File: src/rtl/wmac_pkg.sv
package wmac_pkg;
  localparam int VEC_W        = 128;
  localparam int HALF_W       = 16;
  localparam int SGL_W        = 32;
  localparam int LANES        = VEC_W / SGL_W;
  localparam int HALVES       = VEC_W / HALF_W;
  localparam int IDX_W        = $clog2(HALVES);
  localparam int CHUNK_W      = LANES * HALF_W;
  localparam int NARROW_W     = CHUNK_W / 2;
  localparam int HALF_EXP_W   = 5;
  localparam int HALF_FRAC_W  = 10;
  localparam int SGL_EXP_W    = 8;
  localparam int SGL_FRAC_W   = 23;
  localparam int HALF_BIAS    = 15;
  localparam int SGL_BIAS     = 127;
  localparam int BIAS_DIFF    = SGL_BIAS - HALF_BIAS;
  localparam int SUB_EXP_BASE = BIAS_DIFF - HALF_FRAC_W + 1;
  localparam int LEAD_W       = $clog2(HALF_FRAC_W + 1);

  typedef enum logic [1:0] {
    SZ_BAD_LO = 2'b00,
    SZ_8B     = 2'b01,
    SZ_16B    = 2'b10,
    SZ_BAD_HI = 2'b11
  } size_code_e;
endpackage

File: src/rtl/wmac_widen.sv
module wmac_widen
  import wmac_pkg::*;
(
  input  logic [HALF_W-1:0] half_i,
  input  logic              flush_i,
  output logic [SGL_W-1:0]  single_o
);
  logic                   sgn;
  logic [HALF_EXP_W-1:0]  hexp;
  logic [HALF_FRAC_W-1:0] hfrac;
  logic [LEAD_W-1:0]      lead;
  logic [LEAD_W-1:0]      shamt;
  logic [HALF_FRAC_W-1:0] nfrac;
  logic [SGL_EXP_W-1:0]   sexp;
  logic [HALF_FRAC_W-1:0] sfrac;

  assign sgn   = half_i[HALF_W-1];
  assign hexp  = half_i[HALF_W-2 -: HALF_EXP_W];
  assign hfrac = half_i[HALF_FRAC_W-1:0];

  // position of the leading one of a subnormal fraction
  always_comb begin
    lead = '0;
    for (int p = 0; p < HALF_FRAC_W; p++) begin
      if (hfrac[p]) lead = LEAD_W'(p);
    end
  end

  assign shamt = LEAD_W'(HALF_FRAC_W) - lead;
  assign nfrac = hfrac << shamt;

  always_comb begin
    sexp  = '0;
    sfrac = '0;
    if (hexp == '1) begin
      sexp  = '1;
      sfrac = hfrac;
    end else if (hexp == '0) begin
      if (hfrac != '0 && !flush_i) begin
        sexp  = SGL_EXP_W'(SUB_EXP_BASE) + SGL_EXP_W'(lead);
        sfrac = nfrac;
      end
    end else begin
      sexp  = SGL_EXP_W'(hexp) + SGL_EXP_W'(BIAS_DIFF);
      sfrac = hfrac;
    end
  end

  assign single_o = {sgn, sexp, sfrac, {(SGL_FRAC_W-HALF_FRAC_W){1'b0}}};
endmodule

File: src/rtl/wmac_select.sv
module wmac_select
  import wmac_pkg::*;
(
  input  logic [VEC_W-1:0]   src_n_i,
  input  logic [VEC_W-1:0]   src_m_i,
  input  logic               wide_i,
  input  logic               upper_i,
  input  logic               indexed_i,
  input  logic [IDX_W-1:0]   index_i,
  output logic [CHUNK_W-1:0] n_chunk_o,
  output logic [CHUNK_W-1:0] m_chunk_o
);
  logic [CHUNK_W-1:0] m_direct;
  logic [HALF_W-1:0]  m_pick;

  function automatic logic [CHUNK_W-1:0] pick_chunk(
    input logic [VEC_W-1:0] v, input logic wide, input logic up);
    logic [CHUNK_W-1:0] r;
    if (wide) r = up ? v[VEC_W-1:CHUNK_W] : v[CHUNK_W-1:0];
    else      r = {{NARROW_W{1'b0}},
                   (up ? v[CHUNK_W-1:NARROW_W] : v[NARROW_W-1:0])};
    return r;
  endfunction

  always_comb begin
    m_pick = '0;
    for (int k = 0; k < HALVES; k++) begin
      if (index_i == IDX_W'(k)) m_pick = src_m_i[k*HALF_W +: HALF_W];
    end
  end

  assign n_chunk_o = pick_chunk(src_n_i, wide_i, upper_i);
  assign m_direct  = pick_chunk(src_m_i, wide_i, upper_i);
  assign m_chunk_o = indexed_i ? {LANES{m_pick}} : m_direct;
endmodule

File: src/rtl/wmac_lane.sv
module wmac_lane
  import wmac_pkg::*;
(
  input  logic              en_i,
  input  logic              sub_i,
  input  logic              flush_i,
  input  logic [HALF_W-1:0] n_half_i,
  input  logic [HALF_W-1:0] m_half_i,
  input  logic [SGL_W-1:0]  acc_i,
  output logic [SGL_W-1:0]  acc_o,
  output logic [SGL_W-1:0]  n_o,
  output logic [SGL_W-1:0]  m_o
);
  logic [SGL_W-1:0] n_wide;
  logic [SGL_W-1:0] m_wide;
  logic [SGL_W-1:0] n_signed;

  wmac_widen u_widen_n (.half_i(n_half_i), .flush_i(flush_i), .single_o(n_wide));
  wmac_widen u_widen_m (.half_i(m_half_i), .flush_i(flush_i), .single_o(m_wide));

  assign n_signed = {n_wide[SGL_W-1] ^ sub_i, n_wide[SGL_W-2:0]};

  assign acc_o = en_i ? acc_i    : '0;
  assign n_o   = en_i ? n_signed : '0;
  assign m_o   = en_i ? m_wide   : '0;
endmodule

File: src/rtl/wmac_steer_top.sv
module wmac_steer_top
  import wmac_pkg::*;
(
  input  logic             clk,
  input  logic             rst_n,
  input  logic             req_valid,
  output logic             req_ready,
  input  logic [1:0]       req_size,
  input  logic             req_upper,
  input  logic             req_indexed,
  input  logic             req_sub,
  input  logic [2:0]       req_index,
  input  logic             flush_half,
  input  logic [127:0]     src_n,
  input  logic [127:0]     src_m,
  input  logic [127:0]     src_acc,
  output logic             out_valid,
  input  logic             out_ready,
  output logic [3:0]       out_lane_en,
  output logic [127:0]     out_acc,
  output logic [127:0]     out_mul_n,
  output logic [127:0]     out_mul_m,
  output logic             err_flag
);
  // reset synchronizer: asynchronous assertion, synchronous release
  logic rst_meta_n, rst_sync_n;
  always_ff @(posedge clk or negedge rst_n) begin
    if (!rst_n) begin
      rst_meta_n <= 1'b0;
      rst_sync_n <= 1'b0;
    end else begin
      rst_meta_n <= 1'b1;
      rst_sync_n <= rst_meta_n;
    end
  end

  size_code_e         size_code;
  logic               legal, wide, accept, load;
  logic [CHUNK_W-1:0] n_chunk, m_chunk;
  logic [LANES-1:0]   lane_en_d;
  logic [VEC_W-1:0]   acc_d, mn_d, mm_d;
  logic               valid_d, err_d;

  assign size_code = size_code_e'(req_size);
  assign legal     = (size_code == SZ_8B) || (size_code == SZ_16B);
  assign wide      = (size_code == SZ_16B);
  assign req_ready = rst_sync_n && (!out_valid || out_ready);
  assign accept    = req_valid && req_ready;
  assign load      = accept && legal;

  wmac_select u_select (
    .src_n_i   (src_n),
    .src_m_i   (src_m),
    .wide_i    (wide),
    .upper_i   (req_upper),
    .indexed_i (req_indexed),
    .index_i   (req_index),
    .n_chunk_o (n_chunk),
    .m_chunk_o (m_chunk)
  );

  for (genvar i = 0; i < LANES; i++) begin : g_lane
    assign lane_en_d[i] = wide || (i < LANES/2);
    wmac_lane u_lane (
      .en_i     (lane_en_d[i]),
      .sub_i    (req_sub),
      .flush_i  (flush_half),
      .n_half_i (n_chunk[i*HALF_W +: HALF_W]),
      .m_half_i (m_chunk[i*HALF_W +: HALF_W]),
      .acc_i    (src_acc[i*SGL_W +: SGL_W]),
      .acc_o    (acc_d[i*SGL_W +: SGL_W]),
      .n_o      (mn_d[i*SGL_W +: SGL_W]),
      .m_o      (mm_d[i*SGL_W +: SGL_W])
    );
  end

  // next-state
  always_comb begin
    valid_d = out_valid;
    if (out_ready) valid_d = 1'b0;
    if (accept)    valid_d = legal;
    err_d = accept && !legal;
  end

  // control registers
  always_ff @(posedge clk or negedge rst_sync_n) begin
    if (!rst_sync_n) begin
      out_valid <= 1'b0;
      err_flag  <= 1'b0;
    end else begin
      out_valid <= valid_d;
      err_flag  <= err_d;
    end
  end

  // data registers, loaded only on a legal acceptance
  always_ff @(posedge clk) begin
    if (load) begin
      out_lane_en <= lane_en_d;
      out_acc     <= acc_d;
      out_mul_n   <= mn_d;
      out_mul_m   <= mm_d;
    end
  end

  assert_stall_hold_R10: assert property (@(posedge clk) disable iff (!rst_sync_n)
    out_valid && !out_ready |=> out_valid && $stable(out_acc) && $stable(out_mul_n)
      && $stable(out_mul_m) && $stable(out_lane_en));

  assert_valid_cause_R10: assert property (@(posedge clk) disable iff (!rst_sync_n)
    $rose(out_valid) |-> $past(req_valid && req_ready));

  assert_err_silent_R1: assert property (@(posedge clk) disable iff (!rst_sync_n)
    err_flag |-> !out_valid);

  assert_mask_shape_R1: assert property (@(posedge clk) disable iff (!rst_sync_n)
    out_valid |-> (out_lane_en == 4'b0011 || out_lane_en == 4'b1111));

  assert_tail_zero_R8: assert property (@(posedge clk) disable iff (!rst_sync_n)
    out_valid && !out_lane_en[LANES-1] |->
      out_acc[VEC_W-1:VEC_W/2] == '0 && out_mul_n[VEC_W-1:VEC_W/2] == '0
      && out_mul_m[VEC_W-1:VEC_W/2] == '0);
endmodule

File: config.mk
export PLATFORM = sky130hd
export DESIGN_NAME = wmac_steer_top
export DESIGN_NICKNAME = d
export VERILOG_FILES = /design/src/rtl/wmac_pkg.sv /design/src/rtl/wmac_widen.sv /design/src/rtl/wmac_select.sv /design/src/rtl/wmac_lane.sv /design/src/rtl/wmac_steer_top.sv
export SDC_FILE = /design/constraint.sdc
export NUM_CORES = 1
export LEC_CHECK = 0
export BUFFER_PORTS_ARGS = -buffer_cell sky130_fd_sc_hd__buf_2
export CAP_MARGIN = 0
export CORE_AREA = 2 2 311 313
export CTS_CLUSTER_SIZE = 8
export DETAILED_ROUTE_END_ITERATION = 7
export DIE_AREA = 0 0 313 315
export MAX_ROUTING_LAYER = met4
export SETUP_SLACK_MARGIN = 0.3
export SYNTH_ARGS = -nofsm -noshare
export SYNTH_HDL_FRONTEND = slang
export SYNTH_SLANG_ARGS = --single-unit
File: constraint.sdc
create_clock -name clk -period 0.8 [get_ports clk]
set_input_delay 0.08 -clock clk [delete_from_list [all_inputs] [get_ports clk]]
set_output_delay 0.08 -clock clk [all_outputs]
set_load 0.01 [all_outputs]
### Word level (Yosys, flattened, before mapping)

Index checks and enable logic that the tools add are counted.

| cells by class | value |
|---|---|
| $add $sub $neg | 24 |
| $mul | 0 |
| div/mod/pow operators | 0 |
| order comparisons | 0 |
| equal/unequal tests | 17 |
| shift operators | 8 |
| mux-type cells | 133 |
| bitwise gates (word level) | 4 |
| reductions and logical operators | 35 |

Operators by type and width:

| cell | number |
|---|---|
| $mux 64 | 5 |
| $mux 4 | 64 |
| $mux 10 | 24 |
| $mux 8 | 20 |
| $mux 16 | 8 |
| $reduce_bool 10->1 | 8 |
| $shl 10x4->10 | 8 |
| $add 5x7->8 const B | 8 |
| $add 7x4->8 const A | 8 |
| $mux 32 | 2 |
| $eq 5x5->1 const B | 8 |
| $logic_not 5->1 | 8 |
| $sub 4x4->4 const A | 8 |
| $eq 3x3->1 const B | 4 |
| $logic_and 1x1->1 | 12 |
| $mux 1 | 10 |
| $eq 3x2->1 const B | 2 |
| $xor 1x1->1 | 4 |
| $eq 3x1->1 const B | 1 |
| $logic_not 1->1 | 3 |
| $logic_not 3->1 | 1 |
| $eq 2x1->1 const B | 1 |
| $eq 2x2->1 const B | 1 |
| $logic_or 1x1->1 | 2 |
| $reduce_bool 2->1 | 1 |

| word-level totals | value |
|---|---|
| register bits | 337 |
| bits in latches | 0 |
| bits in writable memories | 0 |
| ROM bits | 0 |
| input port bits | 397 |
| output and inout bits | 391 |
| logic and storage cells | 236 |
| memories | 0 |

### Longest topological paths before layout

Gate-level depths: netlist (run 1).

| logic depth | value |
|---|---|
| depth after elaboration | 24 |
| mapped depth | 20 |
| gate-level depth less buffers | 15 |

### Modules after synthesis

Synthesis (run 1) repeated with hierarchy kept, for this count alone.

| unflattened totals | value |
|---|---|
| cell total of the unflattened synthesis | 2,525 |
| area total of the unflattened synthesis | 26,101.3 µm² |

By module, submodules not included:

| module | times used | cells each | area an instance (µm²) | sequential area each (µm²) |
|---|---|---|---|---|
| wmac_steer_top | 1 | 401 | 11,753.8 | 11,661.2 |
| wmac_widen | 8 | 139 | 933.4 | 0.0 |
| wmac_select | 1 | 584 | 4,117.7 | 0.0 |
| wmac_lane | 4 | 107 | 690.7 | 0.0 |

### Worst setup path before layout (run 1)

Ideal clock, no wire load.

| timing path | value |
|---|---|
| kind | register to register |
| from | register out_valid |
| to | register out_acc[0], enable pin |
| library setup time | 912 ps |
| data arrival time | 12,087 ps |
| data required time | -112 ps |
| slack | -12,199 ps |
| cell stages (with the launch flop) | 5 |
| buffers on the path | 0 |
| clock period less this slack | 12,999 ps |
| path through | dfrtp_1 > nand2b_1 > and2_1 > nand2_1 > nor2_1 |

| on the way | value |
|---|---|
| longest elaborated chain between the ends | 5 |

Ends and longest elaborated chain:

| element | line | text |
|---|---|---|
| from (decl) | wmac_steer_top.sv:17 | `output logic out_valid,` |
| from (signal assigned) | wmac_steer_top.sv:91 | `out_valid <= valid_d;` |
| $logic_not 1->1 | wmac_steer_top.sv:47 | `assign req_ready = rst_sync_n && (!out_valid \|\| out_ready);` |
| $logic_or 1x1->1 | wmac_steer_top.sv:47 |  |
| $logic_and 1x1->1 | wmac_steer_top.sv:47 |  |
| net req_ready | wmac_steer_top.sv:7 | `output logic req_ready,` |
| $logic_and 1x1->1 | wmac_steer_top.sv:48 | `assign accept = req_valid && req_ready;` |
| $logic_and 1x1->1 | wmac_steer_top.sv:49 | `assign load = accept && legal;` |
| net load | wmac_steer_top.sv:38 | `logic legal, wide, accept, load;` |
| to (signal assigned) | wmac_steer_top.sv:100 | `out_acc <= acc_d;` |
| to (decl) | wmac_steer_top.sv:20 | `output logic [127:0] out_acc,` |

The timed path passes the listed nets, and every way through them passes these cells.
A chain may end at the register's enable or synchronous reset.

### Worst setup path after layout (run 1)

| timing path | value |
|---|---|
| from | input req_index[0] |
| to | register out_mul_m[21] (data pin) |

| on the way | value |
|---|---|
| longest elaborated chain between the ends | 24 |
| elaborated cells on any way between the ends | 35 |
| those cells by class | 1 x add/sub; 8 x eq/ne; 1 x shift; 21 x mux; 4 x reduce/logical |

Ends and longest elaborated chain:

| element | line | text |
|---|---|---|
| from (decl) | wmac_steer_top.sv:12 | `input logic [2:0] req_index,` |
| $logic_not 3->1 | wmac_select.sv:28 | `if (index_i == IDX_W'(k)) m_pick = src_m_i[k*HALF_W +: HALF_W];` |
| $mux 16 (7 in a row) | wmac_select.sv:28 |  |
| $mux 16 (*) | wmac_select.sv:28 |  |
| $mux 64 (*) | wmac_select.sv:34 | `assign m_chunk_o = indexed_i ? {LANES{m_pick}} : m_direct;` |
| $mux 1 | wmac_widen.sv:25 | `if (hfrac[p]) lead = LEAD_W'(p);` |
| $mux 4 (8 in a row) | wmac_widen.sv:25 |  |
| $sub 4x4->4 | wmac_widen.sv:29 | `assign shamt = LEAD_W'(HALF_FRAC_W) - lead;` |
| $shl 10x4->10 | wmac_widen.sv:30 | `assign nfrac = hfrac << shamt;` |
| $mux 10 | wmac_widen.sv:39 | `if (hfrac != '0 && !flush_i) begin` |
| $mux 10 | wmac_widen.sv:38 | `end else if (hexp == '0) begin` |
| $mux 10 (*) | wmac_widen.sv:35 | `if (hexp == '1) begin` |
| net g_lane[0].u_lane.m_o[21] | wmac_lane.sv:12 | `output logic [SGL_W-1:0] m_o` |
| to (signal assigned) | wmac_steer_top.sv:102 | `out_mul_m <= mm_d;` |
| to (decl) | wmac_steer_top.sv:22 | `output logic [127:0] out_mul_m,` |

The timed path passes the listed nets; every way through them passes the cells marked *.

==> metrics.md, run 1 <==
| Metric | Value |
|---|---|
| Gate power share | 44.6% |
| RSZ-0062 raised after global routing | true |
| Final Setup Violations | 769 |
| Mean Syn Cell Area | 10.1 um^2 |
| Layout cells sized above 1 | 63.0% |
| Crit path largest cell delay | 0.52 ns |
| Largest net degree at the start of global routing | 47 |
| Sequential fraction of the synthesis area | 42.2% |
| Most frequent cells in the layout | buf_4 (695), buf_2 (675), edfxtp_1 (273) |
| Most common cell after layout, fill and taps aside | buf_4 |
| CP startpoint kind | input pin |
| First-pass GRT wire length | 149000 um |
| Root buf cell | clkbuf_16 |
| Min-Delay Path Class | in -> reg |
| Die extent in y | 315 um |
| Switching share of power | 33.5% |
| Layout area overhead | 92.2% |
| CP delay by family, top | compound AO/OA/AOI/OAI gates |
| Number of max-cap violations | 0 |
| DRC | 0 |
| Clock Sinks | 277 |
| Met3 usage in global routing | 7.88% |
| Yosys warning total | 0 |
| Final Skew | 0.0331 ns |
| Input/output buffers | 681 |
| Post-place setup slack | -2.86 ns |
| Core footprint | 95700 um^2 |
| Top cells by area, synth | edfxtp_1 (42%), mux2i_1 (8.2%), buf_4 (4.9%) |
| Via/cell ratio | 4.64 |
| Number of global-route vias before repair | 22200 |
| Part of the power in registers | 28.4% |
| I/O pin count | 788 |
| Num CTS Buffers | 41 |
| Fill cells | 9307 |
| Worst skew pair latency | 0.59 ns |
| CP Data Required Time | 1.13 ns |
| Cell taking the most area after synthesis | edfxtp_1 |
| Wire per inst | 22.1 um |
| Met1 Use GR | 25.4% |
| CTS tree | built |
| Post-synth ARST share | 1.44% |
| Psw | 19.9 mW |
| Total GRT Usage | 21.2% |
| Post-DP HPWL | 83900 um |
| Status | complete, but fails checks |
| Final wirelength | 108000 um |
| Cell chain of the critical path | clkbuf_16, buf_12, buf_16, buf_6, mux2i_4, o32a_1, o22ai_2, o211ai_1, buf_4, o21ai_4, ha_4, clkinv_8, mux4_2, a221oi_2, o32ai_2 |
| M2 GR Usage | 31.8% |
| Final worst slack | -1.93 ns |
| Tightest Pin Transition | 0.596 ns |
| Int Power | 39.5 mW |
| Ys flop type | edfxtp_1 |
| CP Max Fanout | 5 |
| Grt ovf | 0 |
| Final Hold Fails | 68 |
| Fin util | 39.5% |
| Violated checks | negative hold slack, negative setup slack |
| Max_slew headroom | 59.9% |
| Initial antenna violation count | 76 |
| PwrDens | 1570 nW/um^2 |
| Min Tclk post-route | 2.73 ns |
| Routability-driven placement congestion ratio | 0.935 |
| Reg clk slew, reported paths | 0.06 ns |
| Post-route ant nets | 0 |
| Worst Setup End Kind | flip-flop |
| Critical path class | in -> reg |
| Share of the synthesized area in the top cell type | 41.7% |
| LEAKAGE | 16.3 nW |
| Clk pwr share | 27.0% |
| Number of distinct library cells after synthesis | 99 |
| Mapped Area | 19700 um^2 |
| Final Max Tran Viols | 0 |
| Final TNS setup | -571.43 ns |
| Post-synth EDFFs | 273 |
| Initial DRC Count | 1582 |
| Initial Util | 20.6% |
| Worst EP arrival | 3.06 ns |
| Critical Path Slowest Stage Cell | mux4_2 |
| Bufs and invs on worst path | 6 |
| Fin nets | 3955 |
| Vias | 22700 |
| Std cell rows | 114 |
| Flop-to-flop setup slack | -0.92 ns |
| FMAX | 367 MHz |
| Seq cells post-synth | 277 |
| Period utilization | 341% |
| Die ar. | 98600 um^2 |
| GRT Max-Usage Layer | met2 |
| Die Wd | 313 um |
| Cts hold-fix bufs | 75 |
| DRT Pass-1 Iters | 5 |
| Post-Synthesis Cells | 1948 |
| Maximum vdd drop | 1.31 mV |
| Final hold slack | -0.199 ns |
| CTS Buffer Depth | 3 |
| H-tree depth | 2 |
sequential cells by signal, summed over array words and instances, names as in the netlist:
register     cells
out_acc        128
rst_meta_n       1
err_flag         1
rst_sync_n       1
out_mul_n       72
out_valid        1
out_mul_m       72
out_lane_en      1
cells by family (layout without fill, tap and decap cells):
| family | Yosys count | count (layout) | synth area share [%] |
|---|---|---|---|
| DFF | 277 | 277 | 42.2 |
| buffers and inverters | 274 | 1774 | 8.56 |
| and+or+nand+nor | 598 | 598 | 15.0 |
| muxes | 235 | 235 | 13.8 |
| adders and majority gates | 17 | 17 | 1.08 |
| xor gates and xnor gates | 18 | 18 | 0.839 |
| AOI/OAI and AO/OA | 527 | 527 | 18.5 |
| other | 2 | 165 | 0.0382 |
stage by stage:
step | cell area [um^2] | std cells | power (mW)
after global routing | 37800 | 4884 | 62.0
after CTS | 35800 | 4748 | 57.4
after global placement | 30200 | 4459 | 36.9
after detailed placement | 30200 | 4459 | 36.9
after floorplan | 21800 | 2053 | 28.5
final | 37800 | 4887 | 59.4
worst paths after layout:
kind,start,to,cells after the start
setup / recovery,req_index[0],out_mul_m[21]$_DFFE_PP_,15
min in group asynchronous,rst_sync_n$_DFF_PN0_,err_flag$_DFF_PN0_,1
hold / removal,src_acc[66],out_acc[66]$_SDFFCE_PN0P_,2
setup reg to reg,out_valid$_DFFE_PN0P_,out_mul_m[59]$_SDFFCE_PP1P_,7
max in group asynchronous,rst_n,rst_sync_n$_DFF_PN0_,3
hold reg to reg,rst_sync_n$_DFF_PN0_,err_flag$_DFF_PN0_,1
routing by layer:
metal	routed length (um)	up-vias
li1	-	10500
met1	44800	10900
met5	0	-
met3	10400	212
met4	4470	0
met2	48100	1033
power groups by stage:
stage / Combinational (mW) / Clock (mW) / Sequential (mW)
global placement: 19.7 / 0 / 17.2
finish: 26.5 / 16.1 / 16.9
floorplan: 11.1 / 0 / 17.4
CTS: 23.9 / 16.6 / 16.9
detailed placement: 19.8 / 0 / 17.2
global route: 28.1 / 17.1 / 16.9
cells in the mapped netlist (8+ instances only):
| cell type | number |
|---|---|
| a311oi_1 | 8 |
| o211ai_1 | 32 |
| nand4_1 | 9 |
| buf_2 | 37 |
| nand2b_1 | 24 |
| a22oi_1 | 8 |
| inv_1 | 40 |
| a2bb2oi_1 | 9 |
| or3_1 | 10 |
| a21oi_1 | 103 |
| o31ai_1 | 16 |
| nand3_1 | 34 |
| and3_1 | 19 |
| a31oi_1 | 13 |
| nand2_1 | 176 |
| o21ai_0 | 93 |
| buf_4 | 128 |
| xor2_1 | 11 |
| mux2_2 | 42 |
| nor2_1 | 150 |
| and2_1 | 83 |
| o32ai_1 | 12 |
| ha_1 | 17 |
| edfxtp_1 | 273 |
| a21o_1 | 21 |
| o221ai_1 | 19 |
| a21boi_0 | 12 |
| o21ai_1 | 12 |
| mux4_2 | 23 |
| buf_1 | 8 |
| a21oi_2 | 8 |
| o22ai_1 | 38 |
| nor4_1 | 9 |
| clkbuf_1 | 32 |
| a211oi_1 | 26 |
| buf_6 | 17 |
| nor3_1 | 36 |
| mux2i_1 | 162 |
layout make-up:
| class | instances | area (um^2) | share of cell area [%] |
|---|---|---|---|
| clock inverter | 6 | 77.6 | 0.205 |
| sequential | 277 | 8300 | 21.9 |
| multi-input combinational | 1502 | 13600 | 36.0 |
| clock buffer | 49 | 1070 | 2.82 |
| timing repair buffer | 1667 | 12700 | 33.7 |
| tap | 1276 | 1600 | 4.22 |
| inverter | 52 | 280 | 0.741 |
| antenna | 58 | 145 | 0.384 |
timing repair:
action | 4_1_cts | 5_1_grt
pin swaps | 154 | 127
resized for setup | 449 | 247
endpoints found under the hold margin | 145 | 70
gates cloned | 18 | 4
setup buffers | 141 | 77
setup endpoints to repair | 769 | 771
Power figures use the tool's default switching activity.
==> inputs of run 2 (changes only) <==
--- a/config.mk
+++ b/config.mk
@@ -7,10 +7,10 @@
 export LEC_CHECK = 0
 export BUFFER_PORTS_ARGS = -buffer_cell sky130_fd_sc_hd__buf_2
 export CAP_MARGIN = 0
-export CORE_AREA = 2 2 311 313
+export CORE_AREA = 2 2 310 312
 export CTS_CLUSTER_SIZE = 8
 export DETAILED_ROUTE_END_ITERATION = 7
-export DIE_AREA = 0 0 313 315
+export DIE_AREA = 0 0 312 314
 export MAX_ROUTING_LAYER = met4
 export SETUP_SLACK_MARGIN = 0.3
 export SYNTH_ARGS = -nofsm -noshare
==> constraint.sdc (replaced) <==
create_clock -name clk -period 3.3 [get_ports clk]
set_input_delay 0.33 -clock clk [delete_from_list [all_inputs] [get_ports clk]]
set_output_delay 0.33 -clock clk [all_outputs]
set_load 0.01 [all_outputs]
==> run 2 against run 1 <==
The flow now finishes without violations. Clock power shrank 74%. Count of clock-buffer cells in the layout grew 1. Utilization shrank 6.4 points. Setup slack gained 2.2 ns. Sequential cell count is the same. Worst hold slack gained 0.24 ns. Non-clock buffer count shrank 384. Critical path type unchanged.
==> metrics.md, run 2 (same netlist as run 1, synthesis figures left out) <==
| Metric | Value |
|---|---|
| Status | completed |
| Clock Sinks | 277 |
| Number of max-cap violations | 0 |
| CP startpoint kind | input pin |
| Min Tclk post-route | 2.98 ns |
| Top Registers | out_acc x128, out_mul_m x72, out_mul_n x72 |
| Initial Util | 20.8% |
| PwrDens | 415 nW/um^2 |
| Root buf cell | clkbuf_16 |
| Final wirelength | 99700 um |
| CP Max Fanout | 11 |
| Part of the power in registers | 31.5% |
| Multi-input gate area | 11200 um^2 |
| Worst EP arrival | 3.32 ns |
| Worst Setup End Kind | flip-flop |
| H-tree depth | 2 |
| Most frequent cells in the layout | buf_2 (678), buf_4 (456), edfxtp_1 (273) |
| Vias | 20900 |
| Post-DP HPWL | 82600 um |
| Fin util | 33.1% |
| Final Max Tran Viols | 0 |
| CTS Buffer Depth | 3 |
| Routability-driven placement congestion ratio | 0.954 |
| Fill cells | 9784 |
| Grt ovf | 0 |
| Num CTS Buffers | 42 |
| Number of global-route vias before repair | 20100 |
| Core footprint | 94400 um^2 |
| Min-Delay Path Class | reg -> async |
| Tightest Pin Transition | 0.711 ns |
| LEAKAGE | 13.5 nW |
| Cell Area, Placed | 28300 um^2 |
| I/O pin count | 788 |
| First-pass GRT wire length | 140000 um |
| Fin nets | 3572 |
| Clk pwr share | 32.0% |
| Period utilization | 90.2% |
| Critical path class | in -> reg |
| Layout area overhead | 58.8% |
| Total GRT Usage | 20.0% |
| Max_slew headroom | 52.1% |
| Psw | 4.23 mW |
| Number of flip-flops under the largest register name | 128 |
| Wire per inst | 22.3 um |
| Most common cell after layout, fill and taps aside | buf_2 |
| Initial antenna violation count | 66 |
| Via/cell ratio | 4.68 |
| Final Skew | 0.0336 ns |
| CP Data Required Time | 3.64 ns |
| CTS tree | built |
| FMAX | 336 MHz |
| Register area | 8300 um^2 |
| Initial DRC Count | 1708 |
| Reg clk slew, reported paths | 0.05 ns |
| DRT Pass-1 Iters | 5 |
| Post-route ant nets | 0 |
| Die ar. | 98000 um^2 |
| Final Setup Violations | 0 |
| Maximum vdd drop | 0.337 mV |
| Switching share of power | 32.7% |
| Final instance area | 31200 um^2 |
| Largest net degree at the start of global routing | 90 |
| Worst skew pair latency | 0.62 ns |
| Most flop-heavy register | out_acc |
| RSZ-0062 raised after global routing | true |
| Final Hold Fails | 0 |
| Die Wd | 312 um |
| DRC | 0 |
| Tot Pwr | 13.0 mW |
| Layout cells sized above 1 | 47.2% |
| Die extent in y | 314 um |
| Input/output buffers | 681 |
| Std cell rows | 113 |
| Int Power | 8.73 mW |
| Gate power share | 36.5% |
==> run 2: changes by cell type in the layout (fill, tap and decap cells not counted), sizes merged, moves of 3 or more <==
cell	before	now
buf	1583	1169
bufbuf	3	0
clkbuf	55	52
clkinv	9	6
diode	58	37
dlygate4sd3	75	112
==> run 2: worst paths after layout <==
kind / from / to / slack, ns / cells after the start
min in group clk: src_acc[82] / out_acc[82]$_SDFFCE_PN0P_ / 0.04 / 2
max in group asynchronous: rst_sync_n$_DFF_PN0_ / err_flag$_DFF_PN0_ / 3.13 / 0
min reg2reg: rst_sync_n$_DFF_PN0_ / out_valid$_DFFE_PN0P_ / 0.04 / 0
max reg2reg: out_valid$_DFFE_PN0P_ / out_acc[75]$_SDFFCE_PN0P_ / 1.38 / 6
max: req_index[0] / out_mul_m[118]$_SDFFCE_PN0P_ / 0.32 / 15
min: rst_sync_n$_DFF_PN0_ / out_valid$_DFFE_PN0P_ / 0.04 / 0
==> run 2: worst max-delay path, cell delays in order <==
cell and delay (ns):
buf_12 0.13, buf_12 0.13, mux2_4 0.32, o221ai_4 0.14, a221oi_2 0.09, buf_4 0.16
a21o_1 0.17, o211ai_1 0.19, nor3b_4 0.24, nand2b_4 0.18, ha_4 0.22, mux4_2 0.23
or4bb_4 0.54, a41oi_2 0.17, o21ai_1 0.09
==> run 2: power groups by stage <==
stage	Combinational [mW]	Clock (mW)	Sequential (mW)
after detailed placement	4.41	0	4.16
after floorplan	2.56	0	4.22
after global placement	4.43	0	4.15
after global routing	5.06	4.40	4.09
after CTS	4.55	4.29	4.09
final	4.73	4.14	4.09
==> run 2: stage by stage <==
step | worst slack, ns | setup TNS [ns] | hold slack, ns | std cells
2_1_floorplan | -1.86 | -508.77 | 0.0224 | 2053
3_3_place_gp | -0.338 | -14.58 | 0.0304 | 4251
3_5_place_dp | -0.391 | -16.50 | 0.0372 | 4251
4_1_cts | 0.282 | 0 | 0.00143 | 4421
5_1_grt | 0.246 | 0 | 0.0230 | 4469
6_report | 0.322 | 0 | 0.0387 | 4473
==> run 2: per-layer routing <==
layer,share of wire [%],wire [um],up-vias,GRT usage [%]
li1,-,-,9658,-
met1,43,42900,10100,25.4
met2,44,44100,1070,29.9
met3,11,10600,141,7.23
met4,2.2,2220,0,5.50
met5,0,0,-,-
==> run 2: what timing repair did <==
| item | CTS | global route |
|---|---|---|
| hold buffers | 112 | 0 |
| pin swaps | 2 | 24 |
| resized for setup | 3 | 76 |
| setup endpoints to repair | 10 | 48 |
| setup buffers | 1 | 15 |
| hold endpoints to repair | 113 | 0 |
==> run 2: area by class of cell <==
class | count | area share, %
Multi-Input combinational cell | 1502 | 35.9
Timing Repair Buffer | 1283 | 27.4
Sequential cell | 277 | 26.6
Tap cell | 1265 | 5.07
Clock buffer | 50 | 3.46
Inverter | 52 | 0.809
Clock inverter | 7 | 0.424
Antenna cell | 37 | 0.296
==> inputs of run 3 (changes only) <==
--- a/config.mk
+++ b/config.mk
@@ -7,10 +7,10 @@
 export LEC_CHECK = 0
 export BUFFER_PORTS_ARGS = -buffer_cell sky130_fd_sc_hd__buf_2
 export CAP_MARGIN = 0
-export CORE_AREA = 2 2 310 312
+export CORE_AREA = 2 2 309 311
 export CTS_CLUSTER_SIZE = 8
 export DETAILED_ROUTE_END_ITERATION = 7
-export DIE_AREA = 0 0 312 314
+export DIE_AREA = 0 0 311 313
 export MAX_ROUTING_LAYER = met4
 export SETUP_SLACK_MARGIN = 0.3
 export SYNTH_ARGS = -nofsm -noshare
==> constraint.sdc (replaced) <==
create_clock -name clk -period 2.5 [get_ports clk]
set_input_delay 0.25 -clock clk [delete_from_list [all_inputs] [get_ports clk]]
set_output_delay 0.25 -clock clk [all_outputs]
set_load 0.01 [all_outputs]
==> run 3 against run 2 <==
Global-route usage up 0.95 points. Critical path type unchanged. Register-to-register slack worse by 0.77 ns. Critical endpoint is now out_mul_m[80]$_SDFFCE_PN0P_. The run now ends with negative setup slack left. Sequential share of layout area down 4.1 points. Critical path depth unchanged. Clock power up 26%. Routed wire length up 6.4%. Combinational power up 70%. Utilization up 6.1 points.
==> metrics.md, run 3 (same netlist as run 1, synthesis figures left out) <==
| Metric | Value |
|---|---|
| Status | complete, but fails checks |
| Violated checks | negative setup slack |
| Initial DRC Count | 1579 |
| Final Max Tran Viols | 0 |
| DRT Pass-1 Iters | 5 |
| Final instance area | 36900 um^2 |
| Post-DP HPWL | 81600 um |
| Most flop-heavy register | out_acc |
| Max_slew headroom | 56.1% |
| Initial Util | 20.9% |
| Number of flip-flops under the largest register name | 128 |
| Levels on crit path | 15 |
| Vias | 22600 |
| R2r worst-path depth | 6 |
| Die Wd | 311 um |
| Worst Setup End Kind | flip-flop |
| Root buf cell | clkbuf_16 |
| Fin nets | 3909 |
| Die extent in y | 313 um |
| Wire per inst | 22.1 um |
| Worst skew pair latency | 0.61 ns |
| Tot Pwr | 18.7 mW |
| Final Setup Violations | 81 |
| Tightest Pin Transition | 0.652 ns |
| Most frequent cells in the layout | buf_2 (676), buf_4 (651), edfxtp_1 (273) |
| Crit path largest cell delay | 0.55 ns |
| DRC | 0 |
| CP delay by family, top | compound AO/OA/AOI/OAI gates |
| LEAKAGE | 15.9 nW |
| Die ar. | 97300 um^2 |
| Layout area overhead | 87.4% |
| CP Max Fanout | 8 |
| Num CTS Buffers | 42 |
| First-pass GRT wire length | 147000 um |
| PwrDens | 506 nW/um^2 |
| Input/output buffers | 681 |
| Cell Area, Placed | 29900 um^2 |
| CP startpoint kind | input pin |
| Post-place setup slack | -1.37 ns |
| RSZ-0062 raised after global routing | true |
| CTS Buffer Depth | 3 |
| Worst EP arrival | 3.19 ns |
| Routability-driven placement congestion ratio | 0.920 |
| Final Hold Fails | 0 |
| Post-route ant nets | 0 |
| I/O pin count | 788 |
| Final Skew | 0.0185 ns |
| FMAX | 348 MHz |
| Clock Sinks | 277 |
| Critical path class | in -> reg |
| CTS tree | built |
| Via/cell ratio | 4.70 |
| Reg clk slew, reported paths | 0.05 ns |
| Min-Delay Path Class | reg -> async |
| Bufs and invs on worst path | 6 |
| Final wirelength | 106000 um |
| CP Data Required Time | 2.82 ns |
| Min Tclk post-route | 2.87 ns |
| Layout cells sized above 1 | 60.4% |
| Number of global-route vias before repair | 22000 |
| Worst path most repeated cell | buf_4 |
| Total GRT Usage | 20.9% |
| Final worst slack | -0.372 ns |
| Period utilization | 115% |
| Most common cell after layout, fill and taps aside | buf_2 |
| Cell chain of the critical path | buf_12, buf_12, buf_4, nor3_1, buf_4, o32ai_4, buf_4, a21oi_4, o211ai_1, a21o_2, ha_4, inv_8, mux4_2, a32oi_1, nor2_1 |
| Critical Path Slowest Stage Cell | mux4_2 |
| Grt ovf | 0 |
| Number of max-cap violations | 0 |
| Core footprint | 94200 um^2 |
| Std cell rows | 113 |
| H-tree depth | 2 |
| Largest net degree at the start of global routing | 50 |
| Initial antenna violation count | 56 |
| Top Registers | out_acc x128, out_mul_m x72, out_mul_n x72 |
| Maximum vdd drop | 0.479 mV |
## run 3: path summary, 6_finish.rpt
check / startpoint / end / slack (ns)
max: req_index[2] / out_mul_m[80]$_SDFFCE_PN0P_ / -0.37
min: rst_sync_n$_DFF_PN0_ / err_flag$_DFF_PN0_ / 0.03
min in group clk: req_size[1] / err_flag$_DFF_PN0_ / 0.05
max in group asynchronous: rst_n / rst_sync_n$_DFF_PN0_ / 1.86
max reg2reg: out_valid$_DFFE_PN0P_ / out_acc[66]$_SDFFCE_PN0P_ / 0.61
min reg2reg: rst_sync_n$_DFF_PN0_ / err_flag$_DFF_PN0_ / 0.03
## run 3: layout make-up
cell class                 instances  area (um^2)
fill                            9161        57300
multi-input combinational       1503        13400
sequential                       277         8300
antenna                           37         92.6
clock buffer                      46         1070
inverter                          52          279
timing repair buffer            1619        12100
clock inverter                     9         85.1
tap                             1265         1580
## run 3: worst register-to-register path, cell delays in order (launching register included)
cell,delay (ns)
dfrtp_1,0.38
nand2b_1,0.09
and2_4,0.16
nand2_4,0.05
nor2_4,0.13
buf_12,0.25
buf_4,0.49
## run 3: power breakdown
group	switching, mW	total (mW)	internal, mW
Combinational	4.06	8.06	4.00
Sequential	0.0517	5.40	5.34
Clock	2.21	5.22	3.01
Total	6.32	18.7	12.4
## run 3: timing repair
action                                 CTS  global route
pin swaps                               94           147
gates resized for setup                284           303
buffers inserted                        85            77
setup endpoints to repair              129           123
cloned                                   9             6
hold buffers                           133             0
endpoints found under the hold margin  132             0
## run 3: layer usage
| metal | global-route usage [%] | share of wire (%) |
|---|---|---|
| met1 | 26.2 | 42 |
| met2 | 33.2 | 46 |
| met3 | 5.75 | 8.8 |
| met4 | 5.56 | 3.0 |
| met5 | - | 0 |
## run 3: through the flow
step / hold WS (ns) / instances / util (%) / TNS [ns]
6_report: 0.0336 / 4808 / 39.2 / -14.10
3_3_place_gp: 0.0307 / 4406 / 31.8 / -112.90
3_5_place_dp: 0.0319 / 4406 / 31.8 / -117.77
4_1_cts: 0.00920 / 4688 / 36.9 / -7.60
2_1_floorplan: -0.0456 / 2053 / - / -768.14
5_1_grt: 0.0230 / 4803 / 39.2 / -18.28
